<file path="src/rtl/ext_bus_pkg.sv">
package ext_bus_pkg;

    localparam int WAIT_W   = 4;
    localparam int MAX_WAIT = 10;

    typedef enum logic [1:0] {
        AR_BASIC = 2'd0,
        AR_EXPA  = 2'd1,
        AR_EXPB  = 2'd2,
        AR_SPARE = 2'd3
    } area_t;

    typedef enum logic [2:0] {
        S_IDLE,
        S_T1,
        S_T2,
        S_TW,
        S_T3
    } seq_state_t;

    typedef struct packed {
        logic              wide;
        logic              long3;
        logic [WAIT_W-1:0] waits;
    } acc_shape_t;

endpackage

</file>
<file path="src/rtl/ext_bus_shape.sv">
module ext_bus_shape
    import ext_bus_pkg::*;
(
    input  area_t      area,
    input  logic       cfg_basic_wide,
    input  logic       cfg_basic_long,
    input  logic       cfg_exp_wide,
    input  logic       cfg_exp_long,
    input  logic       cfg_exp_cs_en,
    input  logic [2:0] cfg_wait_code,
    input  logic       cfg_card_mode,
    output acc_shape_t shape
);

    logic waits_on;

    assign waits_on = cfg_exp_cs_en && cfg_exp_long;

    always_comb begin
        shape = '0;
        unique case (area)
            AR_EXPA: begin
                shape.wide  = cfg_exp_wide || cfg_card_mode;
                shape.long3 = cfg_exp_long;
                shape.waits = waits_on ? {2'b00, cfg_wait_code[1:0]} : '0;
            end
            AR_EXPB: begin
                shape.wide  = cfg_exp_wide;
                shape.long3 = cfg_exp_long;
                if (!waits_on)
                    shape.waits = '0;
                else if (cfg_wait_code[2])
                    shape.waits = {1'b0, cfg_wait_code[1:0], 1'b0} + 4'd4;
                else
                    shape.waits = {1'b0, cfg_wait_code};
            end
            default: begin
                shape.wide  = cfg_basic_wide;
                shape.long3 = cfg_basic_long;
                shape.waits = '0;
            end
        endcase
    end

endmodule

</file>
<file path="src/rtl/ext_bus_wait_ctr.sv">
module ext_bus_wait_ctr #(
    parameter int W = 4
) (
    input  logic         clk,
    input  logic         rst_n,
    input  logic         load,
    input  logic [W-1:0] load_val,
    input  logic         dec,
    output logic [W-1:0] cnt
);

    always_ff @(posedge clk) begin
        if (!rst_n)
            cnt <= '0;
        else if (load)
            cnt <= load_val;
        else if (dec)
            cnt <= cnt - 1'b1;
    end


    no_underflow_chk: assert property (@(posedge clk) disable iff (!rst_n)
        dec |-> (cnt != '0));

endmodule

</file>
<file path="src/rtl/ext_bus_seq.sv">
module ext_bus_seq
    import ext_bus_pkg::*;
#(
    parameter int AW = 16,
    parameter int DW = 16
) (
    input  logic          clk,
    input  logic          rst_n,
    input  logic          cfg_basic_wide,
    input  logic          cfg_basic_long,
    input  logic          cfg_exp_wide,
    input  logic          cfg_exp_long,
    input  logic          cfg_exp_cs_en,
    input  logic [2:0]    cfg_wait_code,
    input  logic          cfg_card_mode,
    input  logic          req_valid,
    output logic          req_ready,
    input  logic [1:0]    req_area,
    input  logic [AW-1:0] req_addr,
    input  logic          req_write,
    input  logic          req_word,
    input  logic [DW-1:0] req_wdata,
    output logic [DW-1:0] rd_data,
    output logic          done,
    output logic [AW-1:0] bus_addr,
    output logic          bus_as_n,
    output logic          bus_rd_n,
    output logic          bus_wr_n,
    output logic          bus_wide,
    output logic [DW-1:0] bus_dout,
    input  logic [DW-1:0] bus_din
);

    localparam int BW = DW / 2;
    localparam logic [WAIT_W-1:0] WAIT_CAP = WAIT_W'(MAX_WAIT);

    seq_state_t        state_q, state_d;
    acc_shape_t        shape_in, shape_q;
    logic [AW-1:0]     addr_q;
    logic [DW-1:0]     wdata_q, rd_q;
    logic              write_q, word_q, second_q, done_q;
    logic              split_q, more, end_byte, accept, active;
    logic [WAIT_W-1:0] wcnt, tw_run;
    logic [AW-1:0]     cyc_addr;
    logic [DW-1:0]     lane;

    ext_bus_shape u_shape (
        .area           (area_t'(req_area)),
        .cfg_basic_wide (cfg_basic_wide),
        .cfg_basic_long (cfg_basic_long),
        .cfg_exp_wide   (cfg_exp_wide),
        .cfg_exp_long   (cfg_exp_long),
        .cfg_exp_cs_en  (cfg_exp_cs_en),
        .cfg_wait_code  (cfg_wait_code),
        .cfg_card_mode  (cfg_card_mode),
        .shape          (shape_in)
    );

    ext_bus_wait_ctr #(.W(WAIT_W)) u_wait (
        .clk      (clk),
        .rst_n    (rst_n),
        .load     (state_q == S_T1),
        .load_val (shape_q.waits),
        .dec      (state_q == S_TW),
        .cnt      (wcnt)
    );

    assign accept   = (state_q == S_IDLE) && req_valid;
    assign split_q  = word_q && !shape_q.wide;
    assign more     = split_q && !second_q;
    assign end_byte = ((state_q == S_T2) && !shape_q.long3) || (state_q == S_T3);

    // state register
    always_ff @(posedge clk) begin
        if (!rst_n)
            state_q <= S_IDLE;
        else
            state_q <= state_d;
    end

    // next-state logic
    always_comb begin
        state_d = state_q;
        unique case (state_q)
            S_IDLE: if (req_valid) state_d = S_T1;
            S_T1:   state_d = S_T2;
            S_T2: begin
                if (!shape_q.long3)
                    state_d = more ? S_T1 : S_IDLE;
                else if (wcnt != '0)
                    state_d = S_TW;
                else
                    state_d = S_T3;
            end
            S_TW:   if (wcnt == WAIT_W'(1)) state_d = S_T3;
            S_T3:   state_d = more ? S_T1 : S_IDLE;
            default: state_d = S_IDLE;
        endcase
    end

    // request capture, byte phase, completion and read assembly
    always_ff @(posedge clk) begin
        if (!rst_n) begin
            shape_q  <= '0;
            addr_q   <= '0;
            wdata_q  <= '0;
            write_q  <= 1'b0;
            word_q   <= 1'b0;
            second_q <= 1'b0;
            done_q   <= 1'b0;
            rd_q     <= '0;
            tw_run   <= '0;
        end else begin
            done_q <= end_byte && !more;
            tw_run <= (state_q == S_TW) ? tw_run + 1'b1 : '0;
            if (accept) begin
                shape_q  <= shape_in;
                addr_q   <= req_addr;
                wdata_q  <= req_wdata;
                write_q  <= req_write;
                word_q   <= req_word;
                second_q <= 1'b0;
            end
            if (end_byte && more)
                second_q <= 1'b1;
            if (end_byte && !write_q) begin
                if (!word_q)
                    rd_q <= {{BW{1'b0}}, bus_din[BW-1:0]};
                else if (shape_q.wide)
                    rd_q <= bus_din;
                else if (!second_q)
                    rd_q <= {bus_din[BW-1:0], {BW{1'b0}}};
                else
                    rd_q[BW-1:0] <= bus_din[BW-1:0];
            end
        end
    end

    // outputs
    always_comb begin
        active   = (state_q != S_IDLE);
        cyc_addr = word_q ? {addr_q[AW-1:1], second_q} : addr_q;
        if (!word_q)
            lane = {{BW{1'b0}}, wdata_q[BW-1:0]};
        else if (shape_q.wide)
            lane = wdata_q;
        else if (second_q)
            lane = {{BW{1'b0}}, wdata_q[BW-1:0]};
        else
            lane = {{BW{1'b0}}, wdata_q[DW-1:BW]};
        req_ready = (state_q == S_IDLE);
        bus_as_n  = !active;
        bus_rd_n  = !(active && !write_q);
        bus_wr_n  = !(active && write_q && (state_q != S_T1));
        bus_wide  = active && shape_q.wide;
        bus_addr  = active ? cyc_addr : '0;
        bus_dout  = (active && write_q) ? lane : '0;
        done      = done_q;
        rd_data   = rd_q;
    end


    strobe_excl_chk: assert property (@(posedge clk) disable iff (!rst_n)
        !(!bus_rd_n && !bus_wr_n));


    done_pulse_chk: assert property (@(posedge clk) disable iff (!rst_n)
        done |=> !done);


    done_idle_chk: assert property (@(posedge clk) disable iff (!rst_n)
        done |-> req_ready);


    accept_start_chk: assert property (@(posedge clk) disable iff (!rst_n)
        (req_ready && req_valid) |=> (!bus_as_n && bus_addr == $past(req_word ?
            {req_addr[AW-1:1], 1'b0} : req_addr)));


    short_nowait_chk: assert property (@(posedge clk) disable iff (!rst_n)
        (state_q == S_TW) |-> shape_q.long3);


    wait_cap_chk: assert property (@(posedge clk) disable iff (!rst_n)
        tw_run <= WAIT_CAP);


    lane_order_chk: assert property (@(posedge clk) disable iff (!rst_n)
        (active && split_q) |-> (bus_addr[0] == second_q));

endmodule

</file>
<file path="config.mk">
export PLATFORM = sky130hd
export DESIGN_NAME = ext_bus_seq
export DESIGN_NICKNAME = d
export VERILOG_FILES = /design/src/rtl/ext_bus_pkg.sv /design/src/rtl/ext_bus_shape.sv /design/src/rtl/ext_bus_wait_ctr.sv /design/src/rtl/ext_bus_seq.sv
export SDC_FILE = /design/constraint.sdc
export NUM_CORES = 1
export LEC_CHECK = 0
export BUFFER_PORTS_ARGS = -buffer_cell sky130_fd_sc_hd__buf_4
export CELL_PAD_IN_SITES_DETAIL_PLACEMENT = 2
export CELL_PAD_IN_SITES_GLOBAL_PLACEMENT = 2
export CORE_MARGIN = 10
export CORE_UTILIZATION = 28
export CTS_CLUSTER_SIZE = 16
export DETAILED_ROUTE_END_ITERATION = 12
export PLACE_DENSITY = 0.8
export SLEW_MARGIN = 20
export SYNTH_ARGS = -nofsm -noshare
export SYNTH_HDL_FRONTEND = slang
export SYNTH_SLANG_ARGS = --single-unit
export TNS_END_PERCENT = 30
</file>
<file path="constraint.sdc">
create_clock -name clk -period 4.4 [get_ports clk]
set_input_delay 1.32 -clock clk [delete_from_list [all_inputs] [get_ports clk]]
set_output_delay 1.32 -clock clk [all_outputs]
set_load 0.05 [all_outputs]
</file>
==> flow_summary_export.csv <==
group,metric,value,unit
run_status,outcome,"finished clean",
setup_path,worstPathArrival,2.50,ns
drt,routedWlPerCell,17.6,microns
global_route,grt_max_degree,44,
global_route,grt_pass1_wl,18700,microns
yosys,ys_types,44,
global_route,grt_util_all_layers,14.3,%
yosys,synth_area,0.00309,sq mm
cells_and_area,layout.nets,574,
floorplanning,ioPinCount,118,
cts,cts_resized,0,
drt,via_count,3189,
global_route,grt-ovfl-total,0,
cts,clock_latency,0.34,ns
drt,drc_errors,0,
setup_path,cp_max_fo,22,
sta,slew_violations,0,
hold_path,min_delay_worst_endpoint,"addr_q[6]",
cts,cts.path.max_buffers,2,
power,p_per_area,333,mW/mm^2
sta,timing.final.ws_setup,0.583,ns
global_route,grt_pass1_vias,3488,
floorplanning,die_area,0.0156,sq mm
cells_and_area,area.sequential,0.00130,sq mm
power,peakVddDrop,0.000107,V
setup_path,worst_path_most_repeated_cell,"buf_4",
setup_path,r2r_setup_slack,2.28,ns
yosys,synthFlopType,"dfxtp_1",
cts,numCtsBuffers,9,
yosys,seq_area_frac_synth,42.1,%
sta,finalClockSkew,0.00686,ns
drt,dr.pass1.iters,4,
placement,dpl.hpwl,8780,microns
floorplanning,die_h,125,microns
cells_and_area,multi_input_comb_area,0.00161,sq mm
placement,globalplace.congestion,0.810,
setup_path,crit_path_start_kind,"flip-flop",
cts,cts.clk_slew.worst_paths,0.07,ns
drt,vias_per_cell,4.90,
floorplanning,chipWidth,125,microns
cells_and_area,drive_above_1_share,29.7,%
drt,drt_wl_total,11400,microns
setup_path,r2r_cells,4,
floorplanning,coreArea,0.0108,sq mm
sta,rsz0062_at_grt,"false",
drt,ant_nets,0,
sta,period_share,86.8,%
sta,finalSetupTns,0,ns
hold_path,min_path_cells,2,
setup_path,crit_required,3.08,ns
yosys,synth_seq_cells,65,
placement,pre_cts_slack,0.922,ns
yosys,postSynthCellCount,405,
hold_path,hp-start,"addr_q[6]",
setup_path,path_buf_inv,2,
hold_path,min_path_type,"reg -> reg",
cells_and_area,diodes,0,
placement,io_buffers,117,
yosys,synth_edf_count,0,
cts,htreeDepth,3,
yosys,ys_warn_count,0,
cts,cts_setup_buffers,0,
cells_and_area,filler_cell_count,1292,
setup_path,r2r-start,"state_q[1]",
setup_path,worst-setup-path-type,"reg -> out",
flow_run,maxCapViolCount,0,
floorplanning,start_util,28.5,%
sta,tightest_slew,0.613,ns
global_route,antenna_found_initial,0,
sta,min_period,3.82,ns
setup_path,endpoint_kind,"primary output",
cts,cts_hold_buf,0,
power,total_leakage_power,0.00172,uW
sta,hold_viol_final,0,
sta,setup_violations,0,
floorplanning,fp-row-count,38,
cells_and_area,area_growth,35.6,%
setup_path,cpLargestDelayFamily,"simple AND/OR/NAND/NOR gates",
setup_path,cp_slowest_cell,"dfxtp_1",
setup_path,r2r_end,"rd_data[13]",
yosys,synth_fp_nets,473,
sta,fmax,0.262,GHz
cts,cts_root_buffer,"clkbuf_8",
sta,relSlewSlack,59.1,%
cts,cts_tree,"built",
yosys,async_flop_share,0,%
yosys,avgSynthCellArea,7.63,sq um
cells_and_area,post-route-util,38.7,%
drt,first_iter_violations,127,
cts,cts_sinks,65,
setup_path,cp_cell_sequence,"nor3_2 > buf_4 > nand2b_1 > nor2_1 > and2_1 > buf_4",
setup_path,cp_slowest_stage_delay,0.71,ns
==> worst max path at each step <==
stage                          start      endpoint  slack [ns]  cells after the start
after floorplan               word_q   bus_dout[6]        1.27                      5
final                     state_q[1]  bus_dout[14]        0.58                      6
after detailed placement  state_q[1]   bus_dout[9]        0.92                      6
after global routing      state_q[1]   bus_dout[9]        0.36                      6
after CTS                 state_q[1]  bus_dout[11]        0.55                      6
after global placement    state_q[1]  bus_dout[11]        1.13                      6
==> sequential cells by signal (all words and copies together) (netlist names) <==
register,cells
rd_data,16
addr_q,16
done,1
state_q,3
shape_q,6
u_wait.cnt,4
wdata_q,16
second_q,1
write_q,1
word_q,1
==> synth_stat cells, types with 2 or more instances <==
cell type,n,area share [%]
nor2b_1,19,3.8
a32oi_1,2,0.57
a21o_1,2,0.49
nor2_1,14,1.7
buf_6,3,1.1
nand4_1,9,1.8
nand2b_1,3,0.61
nand2_1,113,14
and3_1,2,0.40
dfxtp_1,65,42
inv_1,5,0.61
a21oi_1,50,8.1
buf_2,12,1.9
nor3b_1,3,0.73
or2_2,3,0.61
buf_4,2,0.49
a211oi_1,2,0.49
nor3_1,4,0.65
and2_1,10,2.0
clkbuf_1,13,1.6
mux2_2,8,2.9
o21ai_0,22,3.6
nand3b_1,2,0.49
nand3_1,13,2.1
a31oi_1,2,0.40
ha_1,4,1.6
==> per-stage QoR <==
stage | hold WS, ns | instance area, sq um | cells | total power [uW]
after global routing | 0.484 | 4190 | 651 | 1480
after CTS | 0.459 | 4190 | 651 | 1420
final | 0.452 | 4190 | 651 | 1390
after detailed placement | 0.449 | 4020 | 635 | 956
after floorplan | 0.427 | 3090 | 405 | 844
after global placement | 0.438 | 4020 | 635 | 946
==> worst reg2reg max path: cells and delay by family (launching register included) <==
family,cells,cell delay [ns]
DFF,1,0.71
and+or+nand+nor,2,0.66
AOI/OAI and AO/OA,2,0.67
==> cells by family (layout without fill, tap and decap cells) <==
group,count (synthesis),after routing,share of synthesized area (%)
mux,9,9,3.24
compound gates,88,88,16.3
buf+inv,37,143,5.95
flops,65,65,42.1
simple gates,202,202,30.8
fa+ha+maj,4,4,1.62
==> report_power, final <==
part | switching, uW | internal (uW) | leakage (uW) | total [uW]
sequential | 31.2 | 620 | 0.000530 | 651
clock | 223 | 233 | 0.0000932 | 456
combinational | 177 | 110 | 0.00110 | 287
==> final cells by class <==
class / count / share of cell area [%]
clock buffer: 13 / 3.79
clock inverter: 3 / 0.358
inverter: 6 / 0.537
multi-input combinational: 303 / 38.4
sequential: 65 / 31.0
tap: 140 / 4.18
timing repair buffer: 121 / 21.7
==> layer usage <==
metal,routed length (microns),global-route usage [%],vias up,part of all wire [%]
met3,844,5.28,11,7.4
li1,-,-,1555,-
met4,109,3.25,0,0.95
met2,5090,22.2,99,45
met1,5390,18.5,1524,47
met5,0,0,-,0
==> layout by cell type, fill, tap and decap left out, types with 5 or more instances in the layout <==
master    instances
buf_4           121
nand2_1         113
dfxtp_1          65
a21oi_1          50
o21ai_0          22
nor2b_1          19
nor2_1           14
nand3_1          13
clkbuf_8         11
and2_1           10
nand4_1           9
mux2_2            8
inv_1             5
Power figures use the tool's default switching activity.
